<file path="src/rtl/refsch_pkg.sv">
package refsch_pkg;
  typedef enum logic {
    RATE_FAST = 1'b0,
    RATE_NORM = 1'b1
  } refsch_rate_t;

  typedef enum logic [1:0] {
    OWE_NONE = 2'd0,
    OWE_ONE  = 2'd1,
    OWE_TWO  = 2'd2
  } refsch_owed_t;
endpackage

</file>
<file path="src/rtl/refsch_interval.sv">
module refsch_interval
  import refsch_pkg::*;
#(
  parameter int NORM_TICKS = 64,
  parameter int FAST_TICKS = 8
) (
  input  logic         clk,
  input  logic         rst,
  input  logic         io_tick,
  input  refsch_rate_t rate,
  input  logic         restart,
  output logic         due
);
  localparam int CW = (NORM_TICKS > 1) ? $clog2(NORM_TICKS) : 1;
  localparam logic [CW-1:0] NORM_LAST = CW'(NORM_TICKS - 1);
  localparam logic [CW-1:0] FAST_LAST = CW'(FAST_TICKS - 1);

  logic [CW-1:0] ticks_q;
  logic [CW-1:0] last;

  assign last = (rate == RATE_NORM) ? NORM_LAST : FAST_LAST;
  assign due  = io_tick && (ticks_q >= last) && !restart;

  always_ff @(posedge clk) begin
    if (rst || restart) begin
      ticks_q <= '0;
    end else if (io_tick) begin
      if (ticks_q >= last) ticks_q <= '0;
      else                 ticks_q <= ticks_q + 1'b1;
    end
  end
endmodule

</file>
<file path="src/rtl/refsch_backlog.sv">
module refsch_backlog
  import refsch_pkg::*;
(
  input  logic clk,
  input  logic rst,
  input  logic due,
  input  logic ack,
  output logic req,
  output logic taken
);
  refsch_owed_t owed_q, owed_nx;

  assign taken = ack && (owed_q != OWE_NONE);

  always_comb begin
    owed_nx = owed_q;
    case (owed_q)
      OWE_NONE: owed_nx = due ? OWE_ONE : OWE_NONE;
      OWE_ONE:  begin
        if (taken && !due)      owed_nx = OWE_NONE;
        else if (!taken && due) owed_nx = OWE_TWO;
        else                    owed_nx = OWE_ONE;
      end
      default:  owed_nx = (taken && !due) ? OWE_ONE : OWE_TWO;
    endcase
  end

  always_ff @(posedge clk) begin
    if (rst) begin
      owed_q <= OWE_NONE;
      req    <= 1'b0;
    end else begin
      owed_q <= owed_nx;
      req    <= (owed_nx != OWE_NONE);
    end
  end
endmodule

</file>
<file path="src/rtl/refsch_warmup.sv">
module refsch_warmup #(
  parameter int WARM_COUNT = 8
) (
  input  logic clk,
  input  logic rst,
  input  logic taken,
  output logic finish,
  output logic busy,
  output logic fan,
  output logic ready
);
  localparam int WW = $clog2(WARM_COUNT + 1);
  localparam logic [WW-1:0] WLAST = WW'(WARM_COUNT - 1);

  logic [WW-1:0] done_cnt_q;

  assign finish = taken && busy && (done_cnt_q == WLAST);

  always_ff @(posedge clk) begin
    if (rst) begin
      done_cnt_q <= '0;
      busy       <= 1'b1;
      fan        <= 1'b0;
      ready      <= 1'b0;
    end else begin
      if (taken && busy) done_cnt_q <= done_cnt_q + 1'b1;
      if (finish) begin
        busy <= 1'b0;
        fan  <= 1'b1;
      end
      ready <= fan;
    end
  end
endmodule

</file>
<file path="src/rtl/refresh_sched.sv">
module refresh_sched
  import refsch_pkg::*;
#(
  parameter int NORM_TICKS = 64,
  parameter int FAST_DIV   = 8,
  parameter int WARM_COUNT = 8
) (
  input  logic clk,
  input  logic rst,
  input  logic io_tick,
  input  logic rfsh_ack,
  output logic rfsh_req,
  output logic warm_busy,
  output logic fan_en,
  output logic mem_ready
);
  localparam int FAST_TICKS = (NORM_TICKS / FAST_DIV > 0) ? NORM_TICKS / FAST_DIV : 1;

  logic         due;
  logic         taken;
  logic         finish;
  refsch_rate_t rate;

  assign rate = fan_en ? RATE_NORM : RATE_FAST;

  refsch_interval #(
    .NORM_TICKS(NORM_TICKS),
    .FAST_TICKS(FAST_TICKS)
  ) u_interval (
    .clk     (clk),
    .rst     (rst),
    .io_tick (io_tick),
    .rate    (rate),
    .restart (finish),
    .due     (due)
  );

  refsch_backlog u_backlog (
    .clk   (clk),
    .rst   (rst),
    .due   (due),
    .ack   (rfsh_ack),
    .req   (rfsh_req),
    .taken (taken)
  );

  refsch_warmup #(
    .WARM_COUNT(WARM_COUNT)
  ) u_warmup (
    .clk    (clk),
    .rst    (rst),
    .taken  (taken),
    .finish (finish),
    .busy   (warm_busy),
    .fan    (fan_en),
    .ready  (mem_ready)
  );
endmodule

</file>
<file path="config.mk">
export PLATFORM = sky130hd
export DESIGN_NAME = refresh_sched
export DESIGN_NICKNAME = d
export VERILOG_FILES = /design/src/rtl/refsch_pkg.sv /design/src/rtl/refsch_interval.sv /design/src/rtl/refsch_backlog.sv /design/src/rtl/refsch_warmup.sv /design/src/rtl/refresh_sched.sv
export SDC_FILE = /design/constraint.sdc
export NUM_CORES = 1
export LEC_CHECK = 0
export ABC_AREA = 1
export BUFFER_PORTS_ARGS = -buffer_cell sky130_fd_sc_hd__buf_4
export CAP_MARGIN = 0
export CORE_MARGIN = 3
export CORE_UTILIZATION = 39
export DETAILED_ROUTE_END_ITERATION = 10
export PLACE_DENSITY_LB_ADDON = 0.08
export SLEW_MARGIN = 5
export SYNTH_ARGS = -nofsm -noshare
export SYNTH_HDL_FRONTEND = slang
export SYNTH_HIERARCHICAL = 1
export SYNTH_SLANG_ARGS = --single-unit
</file>
<file path="constraint.sdc">
create_clock -name clk -period 2.5 [get_ports clk]
set_clock_uncertainty 0.15 [all_clocks]
set_input_delay 0.125 -clock clk [delete_from_list [all_inputs] [get_ports clk]]
set_output_delay 0.125 -clock clk [all_outputs]
set_load 0.05 [all_outputs]
</file>
# After elaboration in Yosys (flattened, before gate mapping)
# Index checks and enable logic that the tools add are counted.
[op_classes]
add_sub_neg = 2
order_cmp = 1
n_eq_ne = 2
muxes = 8
reduce_logical = 14
[ops]
columns = ["cell", "count"]
rows = [
  ["6-bit two-way mux", 2],
  ["1-bit logical AND", 7],
  ["6-bit by 1-bit adder with 6-bit output (second input constant)", 1],
  ["6-bit >= comparator", 1],
  ["2-bit two-way mux", 3],
  ["4-bit by 1-bit adder with 4-bit output (second input constant)", 1],
  ["4-bit by 3-bit equality test with 1-bit output (second input constant)", 1],
  ["2-bit one-hot mux with 2 select lines", 1],
  ["2-bit nonzero test", 2],
  ["1-bit zero test", 3],
  ["2-bit by 1-bit equality test with 1-bit output (second input constant)", 1],
  ["2-bit zero test", 1],
  ["1-bit two-way mux", 2],
  ["1-bit logical OR", 1],
]
[totals]
reg_bits = 16
in_bits = 4
out_inout_bits = 4
elab_cells = 34

# Depth between registers and ports, before layout
# Gate-level depths: netlist of the first run.
[depth]
word_depth = 11
ltp_mapped = 13

# Hierarchy
# The synthesis of the first run kept the hierarchy.
[by_module_without_submodules]
columns = ["mod", "n_inst", "cells_per_inst", "area_per_inst_um2"]
rows = [
  ["refsch_interval", 1, 49, 384.1],
  ["refsch_warmup", 1, 38, 301.5],
  ["refsch_backlog", 1, 22, 158.9],
]

# Least setup slack after synthesis of the first run
# Ideal clock, no wire load.
[synth_path]
path_kind = "register to register"
start = "register u_warmup.fan"
end = "register u_backlog.req"
setup_ns = 0.114
t_arrival_ns = 2.174
required_time_ns = 2.236
setup_slack_ns = 0.063
stages_incl_launch_ff = 13
path_buffers = 0
synth_period_minus_slack_ns = 2.437
path_cell_list = "dfxtp_1 inv_1 ha_1 nand2_1 nor2_1 nand3_1 a21oi_1 inv_1 ha_1 nand3_1 nand3_1 nand2_1 nand2_1"
[synth_between]
elab_chain_len = 10
word_cells_on_any_way = 14
[synth_rtl]
columns = ["element", "line_no", "rtl"]
rows = [
  ["start: declaration", "refsch_warmup.sv:9", "output logic fan,"],
  ["start signal: assignment", "refsch_warmup.sv:23", "fan <= 1'b0;"],
  ["start signal: assignment", "refsch_warmup.sv:29", "fan <= 1'b1;"],
  ["1-bit two-way mux (*)", "refresh_sched.sv:24", "assign rate = fan_en ? RATE_NORM : RATE_FAST;"],
  ["6-bit two-way mux (*)", "refsch_interval.sv:21", "assign last = (rate == RATE_NORM) ? NORM_LAST : FAST_LAST;"],
  ["6-bit >= comparator (*)", "refsch_interval.sv:22", "assign due = io_tick && (ticks_q >= last) && !restart;"],
  ["1-bit logical AND (*) (2 in series)", "refsch_interval.sv:22", ""],
  ["net due", "refresh_sched.sv:19", "logic due;"],
  ["1-bit logical AND or 1-bit zero test (tied branches)", "refsch_backlog.sv:21, refsch_backlog.sv:20, refsch_backlog.sv:24", ""],
  ["2-bit two-way mux or 1-bit logical AND (tied branches)", "refsch_backlog.sv:21, refsch_backlog.sv:20, refsch_backlog.sv:24", ""],
  ["2-bit two-way mux (on tied branches)", "refsch_backlog.sv:20, refsch_backlog.sv:24", ""],
  ["2-bit one-hot mux with 2 select lines (*)", "refsch_backlog.sv:17", "case (owed_q)"],
  ["2-bit nonzero test (*)", "refsch_backlog.sv:34", "req <= (owed_nx != OWE_NONE);"],
  ["end signal: assignment", "refsch_backlog.sv:34", ""],
  ["end: declaration", "refsch_backlog.sv:8", "output logic req,"],
]
# Mark *: on every way through the listed nets, which the timed path passes. The rest lies on a longest branch.
# A chain may end at the register's enable or synchronous reset.

# Worst setup path after layout of the first run
# Ends and elaborated chain as after synthesis.

==> summary by stage, run 1 <==
Clock tree
TritonCTS built the clock tree. The number of buffers added by the clock tree synthesis step is 3. Clock tree synthesis selected as its root buffer the cell sky130_fd_sc_hd__clkbuf_4.

The largest buffer count on any clock path is 2. The post-cts gate resize count is 0. At the later pin of the worst-skew pair, clock insertion delay measures 280 ps.

The clock-pin slew of the registers on the worst-case setup and hold paths is 90 ps. The number of H-tree levels is 1. The total number of clock tree sinks is 16.

Post-CTS timing repair inserted 0 buffers for setup.

Finish
In the final layout, the share of cells above drive strength 1 is 0.192. The antenna diode count is 0. The net count of the finished layout is 132.

The area growth from synthesis to final layout is 14.4%. Across the whole layout, storage elements account for roughly 320 µm². The finished cells cover between 900 and 1000 µm². The filler cells instantiated in the layout total 224. The combined area of the multi-input logic cells is roughly 450 µm².

Placed design
The number of port buffers is 7. The wire-length estimate of the detail-placed layout is 1080 µm. The worst setup timing slack at the placement stage is 291 ps. The congestion estimate from routability-driven global placement came to 0.739. In this run the cell area measured after placement is slightly above 900 µm².

Timing
The smallest setup slack after layout is 318 ps. The number of max-slew violations in the final report came to 0. Of the available clock period, the critical path in the final layout requires 0.873. Setup violations remaining at the end of the flow were counted as 0.

The maximum achievable frequency is approximately 460 MHz. Summed over all failing endpoints, the final setup total negative slack is 0 ps. The transition time at the pin with the least slew margin is between 200 and 250 ps. The hold violation total from the final report is 0. Headroom to the max-slew limit came out at 0.836. Setup repair after global routing left no endpoint under its margin. The time the final worst path needs with I/O delays and setup is 2180 ps.

Yosys
The total standard cell area after synthesis is between 800 and 900 µm². The share of cell area taken by muxes after synthesis is 0.0119. Summed over all instances, the cell type with the most area after synthesis is sky130_fd_sc_hd__dfxtp_1. The portion of the post-synthesis area used by sequential elements is 0.379. The adder-cell area share of the yosys netlist is 0.104. Of the post-synthesis cell area, the dominant cell type holds 0.379. The fraction of the mapped netlist area in simple logic gates is 0.308.

The post-synthesis compound-gate area fraction is 0.0726. Sorting the synthesized cells by area gives the leading types as sky130_fd_sc_hd__dfxtp_1 (38%), sky130_fd_sc_hd__ha_1 (10%), sky130_fd_sc_hd__inv_1 (8.0%). The gate count after technology mapping is 109.

After synthesis, the largest family of logic cells by area is simple AND/OR/NAND/NOR gates. The number of synthesized register bits is 16. The number of different library cells used by synthesis comes to 20. The number of nets in the synthesized netlist is 120. The number of warnings reported in the yosys synthesis log is 6. The post-synthesis share of cell area spent on xor and xnor gates is 0.0311. Each instance of the synthesized netlist takes up on average a little under 8 µm².

Hold path
The classification of the worst-slack hold path is in -> reg.

Pwr
The switching part of the total is 0.213. The share of total power dissipated in combinational logic is 0.054. The total power density per cell area is around 470 nW/µm².

Across the VDD grid, the largest voltage drop is 0.387 mV. The net switching component of the power is approximately 97 µW. The share of total power dissipated in sequential elements is 0.576. For this design the static power due to leakage is roughly 0.43 nW.

The cell-internal power is 359 µW. The clock network fraction of design power is 0.370.

Route
The average wire per cell in the routed design is 9.33 µm. The number of DRC violations after detailed routing is 0. The detailed-router iteration count before antenna repair is 4.

The violation count after the first detailed-routing iteration is 4. The post-detailed-route count of antenna-violating nets is 0. Summed over all layers, the routed wires come to about 1400 µm. The vias per cell is between 4 and 5. The total vias in the final route is 656.

Status
The run finished with clean final reports.

Run
Across the run, the number of max-cap violations was 0.

Critical path
Counting both buffers and inverters, the worst setup path holds a total of 2. For the worst setup path, the data arrival time is between 2000 and 2500 ps. The type of element capturing the critical path is a flip-flop. At the worst endpoint, the required time is 2540 ps. The largest single stage delay on the critical path is 380 ps.

Walking the worst path, the cells encountered are inv_1, ha_1, nand2_1, nor2_1, nand3_1, a21oi_1, inv_1, ha_1, nand3_1, nand3_1, nand2_1, nand2_1. The critical-path cell with the highest stage delay is sky130_fd_sc_hd__dfxtp_1. The worst setup path is launched from a flip-flop.

The type of the setup path with the least slack is reg -> reg. The dominant delay contributor by cell family on the critical path is adder cells. In this run the worst path has a maximum fanout of 4.

Floorplan
In this run the core area contains 16 standard-cell rows. The initial utilization of the core area, before any placement, comes to 0.422. The horizontal die dimension is 52.5 µm. The full die area is 2760 µm². The placeable core region is ~2000 µm². During I/O placement, the number of pins put on the boundary was 8. The die boundary height is 52.5 µm.

GRT
For this run, global-route usage on met3 was measured as 0.0598. The wire length of the first global-routing pass is around 2500 µm. In the global route stage, overall resource usage came out at 0.121. The maximum number of pins on one net before global-route repair is 10. The global routing's busiest layer is met2.

The met1 layer usage reported by global route is 0.158. The remaining global-route overflow is 0. The number of global-route vias before repair was 601. In the global route stage, met2 resource usage came out at 0.174. The initial antenna violation count is 0.
==> stage by stage <==
| stage | total power [mW] | util | hold slack, ps | std cells |
|---|---|---|---|---|
| final | 0.456 | 0.483 | 33.1 | 147 |
| after global routing | 0.480 | 0.483 | 16.8 | 147 |
| after CTS | 0.464 | 0.483 | 24.6 | 147 |
| after detailed placement | 0.292 | 0.459 | 191 | 142 |
| after global placement | 0.291 | 0.459 | 189 | 142 |
| after floorplan | 0.285 | - | 41.9 | 109 |
==> cells by family after synthesis <==
logic type,Yosys count
compound gates,11
xor+xnor,3
fa+ha+maj,7
buf+inv,19
flops,16
mux,1
simple gates,52
==> power by group through the flow <==
stage / logic [mW] / registers [mW] / clock network, mW
finish: 0.0247 / 0.262 / 0.169
global route: 0.0278 / 0.263 / 0.189
detailed placement: 0.0237 / 0.269 / 0
floorplan: 0.0174 / 0.268 / 0
CTS: 0.0251 / 0.263 / 0.177
global placement: 0.0230 / 0.268 / 0
==> metal layers <==
metal | routed length (µm) | up-vias
met5 | 0 | -
met4 | 10 | 0
met3 | 83 | 2
met2 | 558 | 12
met1 | 719 | 279
li1 | - | 363
==> synth_stat cells <==
| cell type | instances |
|---|---|
| sky130_fd_sc_hd__a21oi_1 | 5 |
| sky130_fd_sc_hd__buf_6 | 1 |
| sky130_fd_sc_hd__dfxtp_1 | 16 |
| sky130_fd_sc_hd__ha_1 | 7 |
| sky130_fd_sc_hd__inv_1 | 18 |
| sky130_fd_sc_hd__mux2i_1 | 1 |
| sky130_fd_sc_hd__nand2_1 | 17 |
| sky130_fd_sc_hd__nand2_2 | 2 |
| sky130_fd_sc_hd__nand2_4 | 2 |
| sky130_fd_sc_hd__nand3_1 | 9 |
| sky130_fd_sc_hd__nand3_2 | 1 |
| sky130_fd_sc_hd__nor2_1 | 13 |
| sky130_fd_sc_hd__nor2_2 | 4 |
| sky130_fd_sc_hd__nor2_4 | 2 |
| sky130_fd_sc_hd__nor3_1 | 2 |
| sky130_fd_sc_hd__o21ai_0 | 4 |
| sky130_fd_sc_hd__o21ai_2 | 1 |
| sky130_fd_sc_hd__o21bai_1 | 1 |
| sky130_fd_sc_hd__xnor2_1 | 1 |
| sky130_fd_sc_hd__xor2_1 | 2 |
==> layout by cell type, fill, tap and decap left out, drive strengths merged, types with 2 or more instances in the layout <==
| cell | synthesis | final |
|---|---|---|
| a21oi | 5 | 5 |
| buf | 1 | 7 |
| clkbuf | 0 | 4 |
| dfxtp | 16 | 16 |
| ha | 7 | 7 |
| inv | 18 | 18 |
| nand2 | 21 | 21 |
| nand3 | 10 | 10 |
| nor2 | 19 | 19 |
| nor3 | 2 | 2 |
| o21ai | 5 | 5 |
| xor2 | 2 | 2 |
==> sequential cells by signal, summed over array words and instances, names as in the netlist <==
| name | flops |
|---|---|
| u_backlog/req | 1 |
| u_warmup/fan | 1 |
| u_warmup/done_cnt_q | 4 |
| u_interval/ticks_q | 6 |
| u_backlog/owed_q | 2 |
| u_warmup/ready | 1 |
| u_warmup/busy | 1 |
==> area by class of cell <==
| class | count | share of cell area |
|---|---|---|
| multi-input combinational | 74 | 0.461 |
| sequential | 16 | 0.332 |
| inverter | 18 | 0.0699 |
| timing repair buffer | 8 | 0.0648 |
| clock buffer | 4 | 0.0376 |
| tap | 27 | 0.0350 |
==> worst register-to-register path: stages, from the launching register on <==
cell	delay, ps
sky130_fd_sc_hd__dfxtp_1	380
sky130_fd_sc_hd__inv_1	90
sky130_fd_sc_hd__ha_1	310
sky130_fd_sc_hd__nand2_1	50
sky130_fd_sc_hd__nor2_1	90
sky130_fd_sc_hd__nand3_1	100
sky130_fd_sc_hd__a21oi_1	260
sky130_fd_sc_hd__inv_1	70
sky130_fd_sc_hd__ha_1	290
sky130_fd_sc_hd__nand3_1	80
sky130_fd_sc_hd__nand3_1	70
sky130_fd_sc_hd__nand2_1	90
sky130_fd_sc_hd__nand2_1	50
==> path summary, 6_finish.rpt <==
check / start / slack, ps / to / cells past startpoint
min reg2reg: u_warmup/fan$_SDFFE_PP0P_ / 310 / u_warmup/ready$_SDFF_PP0_ / 2
max: u_warmup/fan$_SDFFE_PP0P_ / 320 / u_backlog/req$_SDFF_PP0_ / 12
min: io_tick / 30 / u_interval/ticks_q[1]$_SDFFE_PP0P_ / 3
max reg2reg: u_warmup/fan$_SDFFE_PP0P_ / 320 / u_backlog/req$_SDFF_PP0_ / 12
==> what timing repair did <==
action,CTS,global route
endpoints found under the setup margin,0,0
endpoints found under the hold margin,4,0
hold buffers,1,0
Note: power is estimated with default switching activity, not from simulation.
==> inputs of run 2 (changes only) <==
--- a/config.mk
+++ b/config.mk
@@ -5,11 +5,11 @@
 export SDC_FILE = /design/constraint.sdc
 export NUM_CORES = 1
 export LEC_CHECK = 0
-export ABC_AREA = 1
+export ABC_AREA = 0
 export BUFFER_PORTS_ARGS = -buffer_cell sky130_fd_sc_hd__buf_4
 export CAP_MARGIN = 0
 export CORE_MARGIN = 3
-export CORE_UTILIZATION = 39
+export CORE_UTILIZATION = 40
 export DETAILED_ROUTE_END_ITERATION = 10
 export PLACE_DENSITY_LB_ADDON = 0.08
 export SLEW_MARGIN = 5
==> run 2 against run 1 <==
Effect of this change: sequential share of layout area is 0.83 points higher; non-clock buffer count increased by 5; sequential power about the same; total power fell by 6.6%; via count is 8.2% lower; setup slack lost 170 ps; critical path depth decreased by 3; global-route usage is 0.37 points lower; clock power down 19%; worst hold slack gained 15 ps; core utilization rose by 5.2 points; critical path type unchanged.
==> summary by stage, run 2 <==
Hold path
The end point of the most critical hold path is u_interval/ticks_q[0]$_SDFFE_PP0P_. The launch instance of the worst min-delay path is io_tick. The classification of the worst-slack hold path is in -> reg. The cell depth of the worst hold path is 3.

Yosys
The async set-reset flop share out of synthesis is 0. The synthesized design spends more area on one cell type than any other, namely sky130_fd_sc_hd__dfxtp_1. After synthesis, the most frequently instantiated cells are sky130_fd_sc_hd__dfxtp_1 (16), sky130_fd_sc_hd__ha_1 (7), sky130_fd_sc_hd__nor3_1 (7). Summing every instance area after synthesis gives ~790 µm².

The cell with the most instances after synthesis is sky130_fd_sc_hd__dfxtp_1. The area share of the leading cell type in the synthesized netlist is 0.407. Yosys mapped the design onto 29 distinct sky130hd cell types. Ranked by total cell area, the synthesized netlist is headed by sky130_fd_sc_hd__dfxtp_1 (41%), sky130_fd_sc_hd__ha_1 (11%), sky130_fd_sc_hd__xor2_1 (5.6%). Each instance of the synthesized netlist takes up on average 9.60 µm².

In this run, synthesis inferred 0 flip-flops with an integrated enable. In the synthesized netlist, the number of instances is 82. The number of synthesized register bits is 16. The number of nets in the synthesized netlist is just over 90. For this run, the leading register cell type out of synthesis is sky130_fd_sc_hd__dfxtp_1.

The share of the Yosys chip area taken by registers is 0.407. During synthesis, Yosys emitted a total of 6 warnings.

Route
The post-detailed-route count of antenna-violating nets is 0. The average wire per cell in the routed design is around 11 µm. After detailed routing, the met3 layer carries ~31 µm of wire. The wire length the detailed router placed on met1 is around 720 µm.

The length of routed met2 wiring is 570 µm. The number of DRC violations after detailed routing is 0. The violation count after the first detailed-routing iteration is 4.

The detailed router placed 602 vias in this run. The pre-antenna-repair detailed-routing pass consisted of 4 iterations. The top metal layer carrying routed signals is met4. The sum of routed wire length over all layers is 1330 µm.

Dividing the detail-routed via count by the number of cells gives just under 5.

Finish
The area growth from synthesis to final layout is 21.1%. The antenna diode count is 0. The number of filler cells placed in the layout is between 150 and 200.

More flip-flops sit in one register than any other, and that register is u_interval/ticks_q. The count of cells in the finished layout, fillers not included, comes to 123. The top cell types in the final layout, fill and taps aside, are sky130_fd_sc_hd__dfxtp_1 (15), sky130_fd_sc_hd__buf_4 (12), sky130_fd_sc_hd__ha_1 (7). The footprint of the flip-flops and latches is 324 µm². The final layout net count is 110. Summing all multi-input logic gate instances after layout gives ~450 µm².

The largest registers in the layout are u_interval/ticks_q: 6 flops, u_warmup/done_cnt_q: 4 flops, u_backlog/owed_q: 2 flops. The fraction of final layout cells with drive strength greater than 1 is 0.235. Once layout is done, the placed cells without fillers occupy 953 µm². The flip-flop count of the largest register, all copies and words added is 6.

The commonest non-fill, non-tap cell in the layout is sky130_fd_sc_hd__dfxtp_1.

Clock tree
TritonCTS built the clock tree. The total number of clock tree sinks is 16. The number of clock buffers added by TritonCTS is 3. The clock-pin slew of the registers on the worst-case setup and hold paths is ~90 ps.

In this run the number of H-tree levels came out at 1. Clock tree synthesis selected as its root buffer the cell sky130_fd_sc_hd__clkbuf_4. The clock passes through at most 2 buffers.

The clock insertion delay at the later pin of the skew report is 280 ps.

Critical path
At the worst endpoint, the arrival time is between 2000 and 2500 ps. The startpoint class of the critical path is a flip-flop. Traced cell by cell, the critical path runs through inv_1, ha_1, nand3_1, or2_2, a21oi_4, inv_1, ha_1, mux2_1, o211a_1. The buffering stage count on the worst path with inverters included is 2. The critical path depth is 9. The worst setup slack for register-to-register paths is 150 ps.

The worst path required time is 2530 ps. The critical path is of the reg -> reg type. The critical-path cell with the highest stage delay is sky130_fd_sc_hd__dfxtp_4. In this run the worst path has a maximum fanout of 4. Counting cells, the worst reg-to-reg path comes to 9. The worst setup path is captured at a flip-flop. The maximum cell stage delay along the critical path is 360 ps. The terminus of the critical flop-to-flop path is u_backlog/owed_q[0]$_SDFF_PP0_. The dominant delay contributor by cell family on the critical path is adder cells. The startpoint of the most critical register-to-register path is u_warmup/fan$_SDFFE_PP0P_.

Pwr
In this run the static leakage power is 0.418 nW. Dividing total power by cell area gives a power density of 447 nW/µm². The worst-case IR drop observed on VDD is between 0.3 and 0.4 mV.

Placed design
After detailed placement, the design holds a cell count of 117. The worst setup timing slack at the placement stage is 91.9 ps. The area after detailed placement is 897 µm². At the end of routability-driven placement, the weighted congestion stood at between 0.7 and 0.8. In this run the tool buffered the top-level ports with 7 buffer cells.

After legalization and detailed placement, the total HPWL measured 970 µm.

Floorplan
After floorplanning, the core was sized to cover 1780 µm². The floorplan step defined a die boundary enclosing 2540 µm². The number of core rows is 15. The die boundary height is between 50 and 60 µm.

Pin placement for this block handled 8 I/O pins. The initial utilization of the core area, before any placement, comes to 0.441. The die is 50.4 µm wide.

Timing
The accumulated negative setup slack is 0 ps. The hold violation total from the final report came to 0. Once routing completed, OpenROAD measured the worst setup slack at 146 ps. The transition time at the pin with the least slew margin is 386 ps. The maximum achievable frequency is 425 MHz. For the finished layout, the period the worst path requires is 2350 ps. Setup violations remaining at the end of the flow were counted as 0.

The worst slew margin relative to its limit is 0.742. The ratio of final minimum period to clock period is 0.942. The number of max-slew violations in the final report came to 0. Setup repair after global routing left no endpoint under its margin.

GRT
The total global routing track utilization is 0.118. The remaining global-route overflow is 0. The wire length of the first global-routing pass is 2260 µm.

The initial antenna violation count came to 0. Entering global routing, the biggest net connects 12 pins. The number of global-route vias before repair is between 500 and 600.

Status
The run finished with clean final reports.

Run
The reported max-cap violation count is 0.
## run 2: cell types whose count changed in the layout (fill, tap and decap cells not counted), sizes merged, moves of 2 or more
cell | previous run | this run
buf | 7 | 12
or3 | 0 | 2
nor3 | 2 | 7
xor2 | 2 | 5
nand2 | 21 | 6
nand4 | 0 | 2
a211o | 0 | 2
nand3 | 10 | 5
inv | 18 | 5
o21ai | 5 | 3
nor2 | 19 | 4
## run 2: logic make-up (layout without fill, tap and decap cells)
kind of cell	after synthesis	count (layout)	share of synthesized area
flip-flops	16	16	0.407
buffers and inverters	6	22	0.0382
AO/OA/AOI/OAI	14	14	0.127
AND/OR/NAND/NOR	31	31	0.223
XOR/XNOR	6	6	0.0668
adder cells (fa/ha/maj)	7	7	0.111
multiplexers	2	2	0.0270
## run 2: stage by stage
stage	hold WS, ps	utilization	power (mW)
2_1_floorplan	44.1	-	0.282
3_3_place_gp	243	0.503	0.293
3_5_place_dp	240	0.503	0.293
4_1_cts	37.1	0.524	0.437
5_1_grt	37.6	0.535	0.456
6_report	48.1	0.535	0.426
## run 2: power by group
group / switching, mW / leakage [nW] / internal (mW) / total (mW)
Clock: 0.0756 / 0.0150 / 0.0617 / 0.137
Sequential: 0.00179 / 0.130 / 0.257 / 0.259
Combinational: 0.0147 / 0.273 / 0.0150 / 0.0297
Total: 0.0921 / 0.418 / 0.334 / 0.426
## run 2: worst max path at each step
stage,end,from,slack (ps)
floorplan,u_backlog/owed_q[0]$_SDFF_PP0_,u_warmup/fan$_SDFFE_PP0P_,60
global placement,u_backlog/owed_q[0]$_SDFF_PP0_,u_warmup/fan$_SDFFE_PP0P_,140
CTS,u_backlog/owed_q[0]$_SDFF_PP0_,u_warmup/fan$_SDFFE_PP0P_,70
finish,u_backlog/owed_q[0]$_SDFF_PP0_,u_warmup/fan$_SDFFE_PP0P_,150
detailed placement,u_backlog/owed_q[0]$_SDFF_PP0_,u_warmup/fan$_SDFFE_PP0P_,90
global route,u_backlog/owed_q[0]$_SDFF_PP0_,u_warmup/fan$_SDFFE_PP0P_,40
## run 2: what timing repair did
action,in CTS,in global routing
gates resized for setup,0,2
endpoints found under the hold margin,8,0
buffers inserted,0,1
hold buffers,1,0
setup endpoints to repair,0,1
## run 2: tightest hold or removal path: cells and delay by family
kind,cells,cell delay (ps)
buf+inv,1,140
xor+xnor,1,130
simple gates,1,40
## run 2: layer usage
metal / up-vias / global-route usage
met5: - / 0
met4: 0 / 0.0404
met3: 2 / 0.0356
met2: 7 / 0.187
met1: 269 / 0.151
li1: 324 / -
## run 2: final cells by class
type | count | area share
inverter | 5 | 0.0197
tap | 25 | 0.0328
sequential | 16 | 0.340
timing repair buffer | 13 | 0.105
clock buffer | 4 | 0.0276
multi-input combinational | 60 | 0.475
